[config.mk]
export PLATFORM = sky130hd
export DESIGN_NAME = sized_addsub_flags
export DESIGN_NICKNAME = d
export VERILOG_FILES = /design/src/rtl/sized_addsub_flags.sv
export SDC_FILE = /design/constraint.sdc
export NUM_CORES = 1
export LEC_CHECK = 0
export ABC_AREA = 1
export BUFFER_PORTS_ARGS = -buffer_cell sky130_fd_sc_hd__buf_2
export CAP_MARGIN = 0
export CORE_UTILIZATION = 40
export CTS_CLUSTER_SIZE = 25
export DETAILED_ROUTE_END_ITERATION = 7
export PLACE_DENSITY_LB_ADDON = 0.08
export SYNTH_ARGS = -nofsm -noshare
export SYNTH_HDL_FRONTEND = slang
export SYNTH_SLANG_ARGS = --single-unit
[constraint.sdc]
create_clock -name clk -period 2.95 [get_ports clk]
set_clock_uncertainty 0.15 [all_clocks]
set_input_delay 0.295 -clock clk [delete_from_list [all_inputs] [get_ports clk]]
set_output_delay 0.295 -clock clk [all_outputs]
set_load 0.01 [all_outputs]
[src/rtl/sized_addsub_flags.sv]
module sized_addsub_flags #(
  parameter int DW = 32
) (
  input  logic          clk,
  input  logic          rst_n,
  input  logic          in_valid,
  input  logic [2:0]    op,
  input  logic [1:0]    size,
  input  logic [DW-1:0] src_a,
  input  logic [DW-1:0] src_b,
  input  logic [DW-1:0] dst_old,
  input  logic [DW-1:0] flags_old,
  output logic          out_valid,
  output logic [DW-1:0] dst_out,
  output logic          dst_we,
  output logic [DW-1:0] flags_out
);
  localparam int CB = 8;
  localparam int OB = 9;
  localparam int SB = 10;
  localparam int ZB = 11;

  logic [DW-1:0] mask, b_eff, am, bm, res, dst_nx, flags_nx;
  logic [DW:0]   sum;
  logic          is_sub, cin, cout, sa, sb, sr, c_new, o_new, z_new, arith;

  assign is_sub = op[1] | op[2];
  assign arith  = ~op[2];
  assign b_eff  = is_sub ? ~src_b : src_b;

  always_comb begin
    case (op)
      3'd0:    cin = 1'b0;
      3'd1:    cin = flags_old[CB];
      3'd3:    cin = ~flags_old[CB];
      default: cin = 1'b1;
    endcase
  end

  always_comb begin
    case (size)
      2'd0:    mask = DW'({8{1'b1}});
      2'd1:    mask = DW'({16{1'b1}});
      default: mask = '1;
    endcase
  end

  assign am  = src_a & mask;
  assign bm  = b_eff & mask;
  assign sum = {1'b0, am} + {1'b0, bm} + {{DW{1'b0}}, cin};
  assign res = sum[DW-1:0] & mask;

  always_comb begin
    case (size)
      2'd0:    begin cout = sum[8];  sa = src_a[7];  sb = b_eff[7];  sr = sum[7];  end
      2'd1:    begin cout = sum[16]; sa = src_a[15]; sb = b_eff[15]; sr = sum[15]; end
      default: begin cout = sum[DW]; sa = src_a[DW-1]; sb = b_eff[DW-1]; sr = sum[DW-1]; end
    endcase
  end

  assign c_new = is_sub ? ~cout : cout;
  assign o_new = (sa == sb) && (sr != sa);
  assign z_new = (res == '0);

  always_comb begin
    flags_nx = flags_old;
    case (op)
      3'd0, 3'd1, 3'd2, 3'd3, 3'd6: begin
        flags_nx[CB] = c_new;
        flags_nx[OB] = o_new;
        flags_nx[SB] = sr;
        flags_nx[ZB] = z_new;
      end
      3'd4: begin
        flags_nx[CB] = c_new;
        flags_nx[ZB] = z_new;
      end
      3'd5: begin
        flags_nx[CB] = o_new ^ sr;
        flags_nx[ZB] = z_new;
      end
      default: ;
    endcase
  end

  assign dst_nx = arith ? ((dst_old & ~mask) | res) : dst_old;

  always_ff @(posedge clk) begin
    if (!rst_n) begin
      out_valid <= 1'b0;
      dst_we    <= 1'b0;
      dst_out   <= '0;
      flags_out <= '0;
    end else begin
      out_valid <= in_valid;
      dst_we    <= in_valid & arith;
      if (in_valid) begin
        dst_out   <= dst_nx;
        flags_out <= flags_nx;
      end
    end
  end
endmodule


Yosys cells after proc, flatten, opt, wreduce, memory -nomap -nowiden

Cells that the tools add are included.

Register bits after elaboration: 66
Input bits: 136
Output and inout port bits: 66

Add/sub/neg operators: 2
Equal/unequal tests: 9
Muxes and demuxes: 12
Bitwise gates (word level): 13
Reduce and logical (&&, ||, !) cells: 7

Operators by type and width:

| operator           | number |
|---|---|
| $and 32x32->32     | 4 |
| $mux 32            | 2 |
| $not 32->32        | 2 |
| $pmux 32 s2        | 1 |
| $add 32x32->33     | 1 |
| $add 33x1->33      | 1 |
| $logic_not 32->1   | 1 |
| $or 32x32->32      | 1 |
| $pmux 1 s2         | 5 |
| $eq 3x3->1 const B | 3 |
| $reduce_or 7->1    | 1 |
| $eq 3x2->1 const B | 2 |
| $reduce_or 6->1    | 1 |
| $reduce_or 5->1    | 1 |
| $eq 3x1->1 const B | 1 |
| $logic_not 3->1    | 1 |
| $not 1->1          | 3 |
| $pmux 1 s3         | 1 |
| $eq 2x1->1 const B | 1 |
| $logic_not 2->1    | 1 |
| $mux 1             | 2 |
| $mux 2             | 1 |
| $and 1x1->1        | 1 |
| $eq 1x1->1         | 1 |
| 4 further kinds    | 4 |

Longest topological paths before layout

Depth in word-level cells: 10
Mapped depth: 25
Mapped depth without buffers: 23

Least setup slack after synthesis

OpenSTA, ideal clock, no wires.

Kind: in2reg
Start point: input port op[2]
End point: register flags_out[8]
Setup time: 0.119 ns
Data arrival time: 2.757 ns
Data required time: 2.681 ns
Slack: -0.076 ns
Cell stages on the path: 20
Cell sequence: nor2_1 > buf_4 > xor2_1 > fa_1 > fa_1 > inv_1 > nand3_1 > nand3_1 > nand2_1 > nand2_1 > nand3_1 > nand2_1 > nand2_1 > and2_1 > nand2_1 > nand3_1 > nand2_1 > nand2_1 > nor2_1 > a21oi_1

Cells in the longest elaborated chain, start to end: 10
Elaborated cells between the ends (all ways): 24

RTL lines:

| element              | RTL line | text |
|---|---|---|
| from (decl)          | 7        | `input logic [2:0] op,` |
| $or 1x1->1           | 27       | `assign is_sub = op[1] \| op[2];` |
| $mux 32              | 29       | `assign b_eff = is_sub ? ~src_b : src_b;` |
| $and 32x32->32       | 49       | `assign bm = b_eff & mask;` |
| $add 32x32->33       | 50       | `assign sum = {1'b0, am} + {1'b0, bm} + {{DW{1'b0}}, cin};` |
| $add 33x1->33        | 50       |  |
| $pmux 1 s2           | 54       | `case (size)` |
| $ne 1x1->1           | 62       | `assign o_new = (sa == sb) && (sr != sa);` |
| $logic_and 1x1->1    | 62       |  |
| $xor 1x1->1          | 79       | `flags_nx[CB] = o_new ^ sr;` |
| $pmux 1 s2 *         | 67       | `case (op)` |
| to (signal assigned) | 99       | `flags_out <= flags_nx;` |
| to (decl)            | 16       | `output logic [DW-1:0] flags_out` |

Every way passes the cells marked *; elsewhere a longest branch is shown, timed or not.
A chain may end at the register's enable or synchronous reset.

Worst setup path after layout

Start point: input port op[2]
End point: register flags_out[9]

Cells in the longest elaborated chain, start to end: 9
Elaborated cells between the ends (all ways): 18

RTL lines:

| element           | RTL line |
|---|---|
| $or 1x1->1        | 27 |
| $mux 32           | 29 |
| $and 32x32->32    | 49 |
| $add 32x32->33    | 50 |
| $add 33x1->33     | 50 |
| $pmux 1 s2        | 54 |
| $ne 1x1->1        | 62 |
| $logic_and 1x1->1 | 62 |
| $mux 2 *          | 67 |

Marks and branches as above.

==> out/results.ini <==
[global_routing]
grt_max_degree = 60
busiest_layer = met2
grt_use_met2_pct = 47.22
grt_usage_pct = 26.51
use_met3_pct = 3.866
gr-total-overflow = 0
grt_pass1_wl_mm = 33.74
antenna_found_initial = 0
grt_pass1_vias = 7132
gr-usage-met1_pct = 32.78

[synth]
syn_area_um2 = 6117
synth_nets = 1270
synth_seq_cells = 66
synth_cell_types = 36
ys_async_sr_fraction_pct = 0
yosysSeqAreaShare_pct = 21.60
postSynthAreaPerCell_um2 = 5.556
synth_edf_count = 0
synthFlopType = dfxtp_1
synth_warnings = 0
synth_cells = 1101

[worst_setup_path]
crit_end = flags_out[9]
critPathTopFamily = simple AND/OR/NAND/NOR gates
path_cells = buf_2 > nor2_4 > buf_6 > buf_4 > xnor2_1 > ha_1 > nand2_1 > nor2_1 > nand3_1 > nand2_2 > xor2_2 > inv_1 > o21ai_1 > inv_1 > nand2_1 > nand2_1 > o211ai_1 > a21oi_1
worstReg2RegEnd = dst_out[25]
reg2reg_slack_ns = 2.14
path_buf_inv = 5
cp_slowest_cell = ha_1
rr_startpoint = dst_out[25]
crit_path_frequent_cell = nand2_1
arrival_ns = 2.82
cp-start-kind = input pin
cp.depth = 18
worstSetupPathType = input pin to flop
required_ns = 3.02
cp-startpoint = op[2]
reg2reg_depth = 2
end_kind = flop
cp_max_fo = 6
cp_slowest_stage_delay_ns = 0.36

[flow_run]
maxCapViolCount = 0

[clocking]
cts_root_buf = clkbuf_16
htreeDepth = 3
clock_path_buffers = 2
clock_sinks = 66
ctsHoldBuffers = 0
clk-insertion-delay-late_ns = 0.33
cts_made_buffers = 9
cts_tree = built
clkTransAtPathRegs_ns = 0.06

[power]
total_power_mw = 3.509
p_leak_nw = 4.894
powerDensity_nw_per_um2 = 414.6
vdd_drop_max_mv = 0.2697

[detailed_routing]
drcViolationCount = 9
drt_iter0_drc = 355
vias = 7537
viasPerCell = 4.773
first_pass_iters = 8
drtAntennaViolNets = 0
wl_per_cell_um = 12.88
wl_mm = 20.34

[placement]
io_buffers = 201
hpwl_mm = 16.63
routabilityCongestion = 0.9382

[sta]
whs_ns = 0.03079
setup_viol = 0
rsz0062_at_grt = yes
slew_viol_final = 0
hold_violations = 0
fin_crit_ns = 2.751
fin_crit_sh_pct = 93.26
setup_tns_ns = 0
tightestPinTransition_ns = 0.8400
fmax_mhz = 363.5
slew-limit-headroom_pct = 43.94

[finish]
diodes = 0
final_common_cell = nand2_1
layout_common_cells = nand2_1 (335), buf_2 (201), inv_1 (179)
nFillCells = 1586
drive_gt1_share_pct = 27.24
finalNetCount = 1559
synthToLayoutAreaGrowth_pct = 38.35
final_util_pct = 57.36

[outcome]
violations = design-rule violations
outcome = finished, violations left

[die]
rows = 44
die_h_um = 125.7
die_area_um2 = 15790
start_util_pct = 41.46
core_um2 = 14750
io_pins = 202
die_x_um = 125.7

[worst_hold_path]
hold_class = input pin to flop

-- what timing repair did --
action,in CTS,in global routing
endpoints found under the setup margin,0,16
setup buffers,0,1
gates resized for setup,0,32
-- Yosys cell counts (2+ instances only) --
cell | number | share of area (%)
inv_2 | 2 | 0.12
xor2_1 | 9 | 1.3
o21ai_1 | 2 | 0.16
nand3_1 | 55 | 4.5
fa_1 | 2 | 0.65
nor2_1 | 130 | 8.0
buf_1 | 2 | 0.12
nor2_2 | 3 | 0.31
a21oi_1 | 90 | 7.4
o21bai_1 | 2 | 0.25
ha_1 | 31 | 6.3
inv_1 | 181 | 11
nand4_1 | 13 | 1.3
clkinv_1 | 3 | 0.18
nor3_2 | 4 | 0.65
nand2_1 | 339 | 21
xnor2_1 | 7 | 1.0
nand3b_1 | 5 | 0.61
nor3_1 | 4 | 0.33
o21ai_0 | 77 | 6.3
and2_1 | 4 | 0.41
nand2_2 | 8 | 0.82
dfxtp_1 | 66 | 22
clkbuf_1 | 33 | 2.0
o211ai_1 | 18 | 2.2
-- stage by stage --
| stage | cell area, µm² | cells | setup slack, ns |
|---|---|---|---|
| detailed placement | 8063 | 1562 | -0.2799 |
| CTS | 8369 | 1578 | 0.05021 |
| floorplan | 6123 | 1101 | 0.02191 |
| global route | 8463 | 1579 | -0.01467 |
| finish | 8463 | 1579 | 0.1988 |
| global placement | 8063 | 1562 | -0.2208 |
-- per-layer routing --
metal	vias up	part of all wire [%]
li1	4021	-
met1	3298	45
met2	183	48
met3	35	4.6
met4	0	2.1
met5	-	0
-- power breakdown --
| group | total, mW | switching (mW) | leakage [nW] | internal, mW |
|---|---|---|---|---|
| combinational | 1.43 | 0.797 | 4.20 | 0.633 |
| clock | 1.09 | 0.391 | 0.145 | 0.698 |
| sequential | 0.990 | 0.0305 | 0.547 | 0.960 |
| total | 3.51 | 1.22 | 4.89 | 2.29 |
-- worst min path at each step --
| stage | startpoint | end | slack (ns) | cells past startpoint |
|---|---|---|---|---|
| finish | flags_old[7] | flags_out[7] | 0.03 | 3 |
| global route | flags_old[4] | flags_out[4] | 0.04 | 3 |
| CTS | flags_old[4] | flags_out[4] | 0.03 | 3 |
| detailed placement | dst_out[1] | dst_out[1] | 0.31 | 2 |
| global placement | dst_out[24] | dst_out[24] | 0.30 | 2 |
| floorplan | flags_old[0] | flags_out[0] | 0.28 | 2 |
-- sequential cells by signal, summed over array words and instances (netlist names) --
register	count
dst_we	1
dst_out	32
flags_out	32
out_valid	1
-- cells by family (layout without fill, tap and decap cells) --
kind of cell	count (synthesis)	in the layout	synth area share [%]
buf+inv	224	518	14.09
simple gates	569	569	38.21
compound gates	193	193	16.81
fa+ha+maj	33	33	6.995
flops	66	66	21.60
xor+xnor	16	16	2.291
-- worst min-delay path: cells and delay by family --
kind          cells  cell delay, ns
buf+inv           1            0.08
simple gates      2            0.11
-- cell type report --
type | count | area [µm²] | area share [%]
multi-input cells | 811 | 4021 | 47.52
clock buffers | 12 | 256.5 | 3.031
well taps | 184 | 230.2 | 2.720
repair buffers | 316 | 1886 | 22.28
clock inverters | 4 | 50.05 | 0.5914
flip-flops and latches | 66 | 1321 | 15.61
inverters | 186 | 698.2 | 8.250
Power figures use the tool's default switching activity.
